## config.mk

```make
export PLATFORM = sky130hd
export DESIGN_NAME = fcs_unit
export DESIGN_NICKNAME = d
export VERILOG_FILES = /design/src/rtl/fcs_pkg.sv /design/src/rtl/fcs_classify.sv /design/src/rtl/fcs_order.sv /design/src/rtl/fcs_signinj.sv /design/src/rtl/fcs_unit.sv
export SDC_FILE = /design/constraint.sdc
export NUM_CORES = 1
export LEC_CHECK = 0
export ABC_CLOCK_PERIOD_IN_PS = 4250
export CAP_MARGIN = 20
export CELL_PAD_IN_SITES_DETAIL_PLACEMENT = 1
export CELL_PAD_IN_SITES_GLOBAL_PLACEMENT = 1
export CORE_AREA = 2 2 120 122
export CTS_CLUSTER_SIZE = 10
export DETAILED_ROUTE_END_ITERATION = 8
export DIE_AREA = 0 0 122 124
export PLACE_DENSITY_LB_ADDON = 0.1
export REMOVE_ABC_BUFFERS = 1
export SKIP_LAST_GASP = 1
export SLEW_MARGIN = 20
export SYNTH_ARGS = -nofsm -noshare
export SYNTH_HDL_FRONTEND = slang
export SYNTH_SLANG_ARGS = --single-unit
```

## constraint.sdc

```tcl
create_clock -name clk -period 4.25 [get_ports clk]
set_input_delay 1.275 -clock clk [delete_from_list [all_inputs] [get_ports clk]]
set_output_delay 1.275 -clock clk [all_outputs]
set_load 0.05 [all_outputs]
```

## src/rtl/fcs_pkg.sv

```systemverilog
package fcs_pkg;

  typedef enum logic [3:0] {
    OP_SINJ   = 4'd0,
    OP_SINJN  = 4'd1,
    OP_SINJX  = 4'd2,
    OP_MIN    = 4'd3,
    OP_MAX    = 4'd4,
    OP_EQ     = 4'd5,
    OP_LT     = 4'd6,
    OP_LE     = 4'd7,
    OP_F2I    = 4'd8,
    OP_I2F    = 4'd9,
    OP_IDLE   = 4'd15
  } fcs_op_e;

endpackage

```

## src/rtl/fcs_classify.sv

```systemverilog
module fcs_classify #(
  parameter int EXP_W = 8,
  parameter int MAN_W = 23
) (
  input  logic [EXP_W+MAN_W:0] val_i,
  output logic                 nan_o,
  output logic                 snan_o
);
  logic exp_max;
  logic man_nz;

  always_comb begin
    exp_max = &val_i[MAN_W +: EXP_W];
    man_nz  = |val_i[MAN_W-1:0];
    nan_o   = exp_max && man_nz;
    snan_o  = nan_o && !val_i[MAN_W-1];
  end
endmodule

```

## src/rtl/fcs_order.sv

```systemverilog
module fcs_order #(
  parameter int W = 32
) (
  input  logic [W-1:0] a_i,
  input  logic [W-1:0] b_i,
  output logic         lt_o,
  output logic         eq_o
);
  logic         sa, sb;
  logic [W-2:0] ma, mb;

  always_comb begin
    sa = a_i[W-1];
    sb = b_i[W-1];
    ma = a_i[W-2:0];
    mb = b_i[W-2:0];
    if (ma == '0 && mb == '0) begin
      lt_o = 1'b0;
      eq_o = 1'b1;
    end else if (sa != sb) begin
      lt_o = sa;
      eq_o = 1'b0;
    end else begin
      eq_o = (ma == mb);
      lt_o = sa ? (ma > mb) : (ma < mb);
    end
  end
endmodule

```

## src/rtl/fcs_signinj.sv

```systemverilog
module fcs_signinj #(
  parameter int W = 32
) (
  input  logic [W-1:0] a_i,
  input  logic [W-1:0] b_i,
  input  logic [1:0]   mode_i,
  output logic [W-1:0] y_o
);
  logic s;

  always_comb begin
    case (mode_i)
      2'd1:    s = !b_i[W-1];
      2'd2:    s = a_i[W-1] ^ b_i[W-1];
      default: s = b_i[W-1];
    endcase
    y_o = {s, a_i[W-2:0]};
  end
endmodule

```

## src/rtl/fcs_unit.sv

```systemverilog
module fcs_unit #(
  parameter int XLEN  = 64,
  parameter int EXP_W = 8,
  parameter int MAN_W = 23,
  localparam int FLEN = 1 + EXP_W + MAN_W
) (
  input  logic            clk,
  input  logic            rst,
  input  logic [3:0]      op_i,
  input  logic [FLEN-1:0] a_i,
  input  logic [FLEN-1:0] b_i,
  input  logic [XLEN-1:0] xin_i,
  output logic [FLEN-1:0] fres_o,
  output logic [XLEN-1:0] ires_o,
  output logic            invalid_o
);
  import fcs_pkg::*;

  localparam logic [FLEN-1:0] CANON_NAN = {1'b0, {EXP_W{1'b1}}, 1'b1, {(MAN_W-1){1'b0}}};

  fcs_op_e op;
  fcs_op_e op_q;
  assign op = fcs_op_e'(op_i);

  logic [FLEN-1:0] opnd [2];
  logic [1:0]      is_nan;
  logic [1:0]      is_snan;
  assign opnd[0] = a_i;
  assign opnd[1] = b_i;

  for (genvar k = 0; k < 2; k++) begin : g_cls
    fcs_classify #(.EXP_W(EXP_W), .MAN_W(MAN_W)) u_cls (
      .val_i (opnd[k]),
      .nan_o (is_nan[k]),
      .snan_o(is_snan[k])
    );
  end

  logic ord_lt, ord_eq;
  fcs_order #(.W(FLEN)) u_ord (
    .a_i (a_i),
    .b_i (b_i),
    .lt_o(ord_lt),
    .eq_o(ord_eq)
  );

  logic [FLEN-1:0] sinj_y;
  fcs_signinj #(.W(FLEN)) u_sinj (
    .a_i   (a_i),
    .b_i   (b_i),
    .mode_i(op_i[1:0]),
    .y_o   (sinj_y)
  );

  logic [FLEN-1:0] f_d;
  logic [XLEN-1:0] i_d;
  logic            inv_d;
  logic            any_nan, any_snan, pick_a;

  always_comb begin
    f_d      = '0;
    i_d      = '0;
    inv_d    = 1'b0;
    any_nan  = |is_nan;
    any_snan = |is_snan;
    pick_a   = 1'b0;
    case (op)
      OP_SINJ, OP_SINJN, OP_SINJX: f_d = sinj_y;
      OP_MIN, OP_MAX: begin
        inv_d = any_snan;
        if (op == OP_MIN) pick_a = ord_lt || (ord_eq && a_i[FLEN-1]);
        else              pick_a = (!ord_lt && !ord_eq) || (ord_eq && !a_i[FLEN-1]);
        if (&is_nan)        f_d = CANON_NAN;
        else if (is_nan[0]) f_d = b_i;
        else if (is_nan[1]) f_d = a_i;
        else                f_d = pick_a ? a_i : b_i;
      end
      OP_EQ: begin
        inv_d  = any_snan;
        i_d[0] = !any_nan && ord_eq;
      end
      OP_LT: begin
        inv_d  = any_nan;
        i_d[0] = !any_nan && ord_lt;
      end
      OP_LE: begin
        inv_d  = any_nan;
        i_d[0] = !any_nan && (ord_lt || ord_eq);
      end
      OP_F2I: i_d = {{(XLEN-FLEN){a_i[FLEN-1]}}, a_i};
      OP_I2F: f_d = xin_i[FLEN-1:0];
      default: ;
    endcase
  end

  always_ff @(posedge clk) begin
    if (rst) begin
      fres_o    <= '0;
      ires_o    <= '0;
      invalid_o <= 1'b0;
      op_q      <= OP_IDLE;
    end else begin
      fres_o    <= f_d;
      ires_o    <= i_d;
      invalid_o <= inv_d;
      op_q      <= op;
    end
  end

  // comparator never reports both orderings
  a_r3_order_excl: assert property (@(posedge clk) disable iff (rst)
    !(ord_lt && ord_eq));

  // sign injection keeps A's exponent and mantissa
  a_r2_sinj_body: assert property (@(posedge clk) disable iff (rst)
    (op_q inside {OP_SINJ, OP_SINJN, OP_SINJX}) |-> fres_o[FLEN-2:0] == $past(a_i[FLEN-2:0]));

  // two NaNs into min/max give the canonical NaN
  a_r5_both_nan_canon: assert property (@(posedge clk) disable iff (rst)
    ((op == OP_MIN || op == OP_MAX) && is_nan[0] && is_nan[1]) |=> fres_o == CANON_NAN);

  // compare result is zero-extended
  a_r6_cmp_zero_ext: assert property (@(posedge clk) disable iff (rst)
    (op_q inside {OP_EQ, OP_LT, OP_LE}) |-> ires_o[XLEN-1:1] == '0);

  // a NaN operand never makes a compare true
  a_r6_nan_cmp_false: assert property (@(posedge clk) disable iff (rst)
    ((op inside {OP_EQ, OP_LT, OP_LE}) && (is_nan != 2'b00)) |=> ires_o == '0);

  // invalid only follows compare or min/max codes
  a_r7_inv_scope: assert property (@(posedge clk) disable iff (rst)
    invalid_o |-> (op_q inside {OP_MIN, OP_MAX, OP_EQ, OP_LT, OP_LE}));

endmodule

```

==> metrics.yaml <==
layout:
  layout-drive-gt1-share_pct: 6.807
  diodes: 0
  syn2layout_area_growth_pct: 53.35
  nets: 781
  final_util_pct: 45.27
  fin_area_sq_um: 6211
  num-fill-cells: 1545
cts:
  cts_hold_buf: 0
  cts_tree: "built"
  cts-root-buf: "clkbuf_16"
  cts_buffers: 9
  clockBufferDepth: 2
  cts_sinks: 65
  cts_resized: 0
  clk_pin_slew_worst_paths_ps: 50
  h-tree-depth: 3
  cts_setup_buffers: 0
yosys:
  syn_area_per_cell_sq_um: 9.226
  synth_edf_count: 0
  synth_commonest_cells: "dfxtp_1, inv_1, ha_1"
  synth_area_sq_um: 4050
  synth-warning-count: 0
  seq_area_frac_synth_pct: 32.13
  netlist_instances: 439
  ys.flop_type: "dfxtp_1"
  synth.area.top_cells: "dfxtp_1, ha_1, mux2i_1"
  ys_seq_elements: 65
  yosys.area.top_type: "dfxtp_1"
  synth_top_area_share_pct: 32.13
  ys_types: 49
  yosysMostFrequentCell: "dfxtp_1"
  async_flop_share_pct: 0
setup_path:
  crit_start: "b_i[25]"
  crit_required_ps: 4450
  critical_path.cell_chain: "clkdlybuf4s50_1 > inv_1 > ha_1 > nand4_1 > nor4_1 > buf_4 > inv_1 > a31oi_2 > nand4bb_1 > a31o_2 > buf_12 > mux2i_1 > o22ai_1"
  arrival_ps: 4250
  path_buf_inv: 5
  cp.depth: 13
  slowest_stage: "clkdlybuf4s50_1"
  path_common_cell: "inv_1"
  max_stage_delay_ps: 530
  startpoint_type: "input port"
  cp_max_fo: 22
  worstSetupPathType: "input port to register"
  cp-end-kind: "register"
  crit_end: "fres_o[25]"
  cp_top_family: "buffers and inverters"
timing:
  period_minus_slack_ps: 4049
  rsz0062_at_grt: "no"
  drv_slew: 0
  max-slew-margin-rel_pct: 40.88
  max_freq_mhz: 247.0
  finalSetupViolations: 0
  setup_tns_ps: 0
  timing.hold.ws_ps: 1599
  worst_pin_slew_ps: 885.6
  finalHoldViolCount: 0
  min_period_over_period_pct: 95.27
drt:
  routed_wl_mm: 14.76
  route.met3.wl_microns: 879
  wl_per_cell_microns: 18.52
  route.met2.wl_mm: 7.306
  dr.pass1.iters: 4
  vias: 3901
  wl_met1_mm: 6.349
  detail-route-antenna-nets: 0
  drtIter0Drc: 120
  top_layer_used: "met4"
  via_per_inst: 4.895
  drc_errors: 0
pwr:
  ir_drop_mv: 0.1514
  p_int_mw: 1.277
  switching_power_mw: 0.5369
  p_leak_nw: 2.525
  combinationalPowerShare_pct: 26.3
  power_mw: 1.814
  swShare_pct: 29.60
  pwr-share-clk_pct: 38.8
  pwr-share-seq_pct: 34.9
  p_per_area_nw_per_um2: 292.0
global_routing:
  grt_pass1_wl_mm: 22.29
  overflow: 0
  grt_pass1_vias: 4114
  antenna_found_initial: 1
  grt_usage_pct: 19.29
  grt_start_max_net_pins: 35
floorplanning:
  die_area_sq_um: 15130
  initial_core_util_pct: 29.52
  die_w_microns: 122
  fp.dieH_microns: 124
  coreArea_sq_um: 13720
  placementRows: 43
  io_pins: 231
placed_design:
  place.gp.congestion: 0.8271
  io_buffers: 198
  dpl_cell_area_sq_um: 5934
  dpl.hpwl_mm: 11.04
hold_path:
  hold_class: "input port to register"
  hp-start: "a_i[24]"
job:
  maxCapViolCount: 0
status:
  status: "finished clean"
## flip-flops by register name, indices dropped and copies added, names as in the netlist
signal     flops
fres_o        32
invalid_o      1
ires_o        32
## per-stage QoR
step | setup slack (ps) | std cells
5_1_grt | 22.08 | 797
3_5_place_dp | -94.50 | 781
3_3_place_gp | -44.06 | 781
4_1_cts | 186.3 | 797
2_1_floorplan | -7919 | 385
6_report | 200.8 | 797
## logic make-up (layout without fill, tap and decap cells)
kind of cell	count (synthesis)	after routing	synth area share (%)
DFF	65	65	32.13
and+or+nand+nor	106	106	15.38
buffers and inverters	92	270	15.51
AOI/OAI and AO/OA	106	106	17.58
muxes	33	33	8.156
adders and majority gates	35	35	10.81
xor gates and xnor gates	2	2	0.4326
## worst min path at each step
stage            endpoint  slack (ps)  cells after the start
2_1_floorplan   invalid_o        1350                      1
3_3_place_gp   ires_o[24]        1940                      2
3_5_place_dp   ires_o[24]        1950                      2
4_1_cts        ires_o[24]        1590                      2
5_1_grt        ires_o[24]        1620                      2
6_report       ires_o[24]        1600                      2
## layout make-up
type | count | area [sq um] | share of cell area (%)
Clock buffer | 14 | 264.0 | 4.251
Clock inverter | 2 | 12.51 | 0.2015
Inverter | 38 | 142.6 | 2.297
Multi-Input combinational cell | 282 | 2136 | 34.39
Sequential cell | 65 | 1301 | 20.95
Tap cell | 180 | 225.2 | 3.626
Timing Repair Buffer | 216 | 2130 | 34.29
## layout by cell type, fill, tap and decap left out, types with 3 or more instances in the layout
cell type / count
a21oi_1: 11
a22oi_1: 33
and2_1: 32
buf_4: 17
clkbuf_1: 3
clkbuf_16: 9
clkdlybuf4s50_1: 198
dfxtp_1: 65
ha_1: 35
inv_1: 38
mux2i_1: 33
nand2_1: 10
nand3_1: 5
nand4_1: 13
nor2_1: 12
nor3_1: 5
nor4_1: 15
o21ai_0: 13
o22ai_1: 32
## routing by layer
layer | up-vias | global-route usage [%]
li1 | 1920 | -
met1 | 1863 | 22.86
met2 | 104 | 33.73
met3 | 14 | 4.762
met4 | 0 | 7.184
met5 | - | 0
## power groups by stage
| stage | Sequential [mW] | Clock, mW | Combinational [mW] |
|---|---|---|---|
| after floorplan | 0.724 | 0 | 0.159 |
| after global placement | 0.647 | 0 | 0.467 |
| after detailed placement | 0.647 | 0 | 0.477 |
| after CTS | 0.634 | 0.722 | 0.481 |
| after global routing | 0.635 | 0.746 | 0.514 |
| final | 0.634 | 0.704 | 0.476 |
Note: power is estimated with default switching activity, not from simulation.
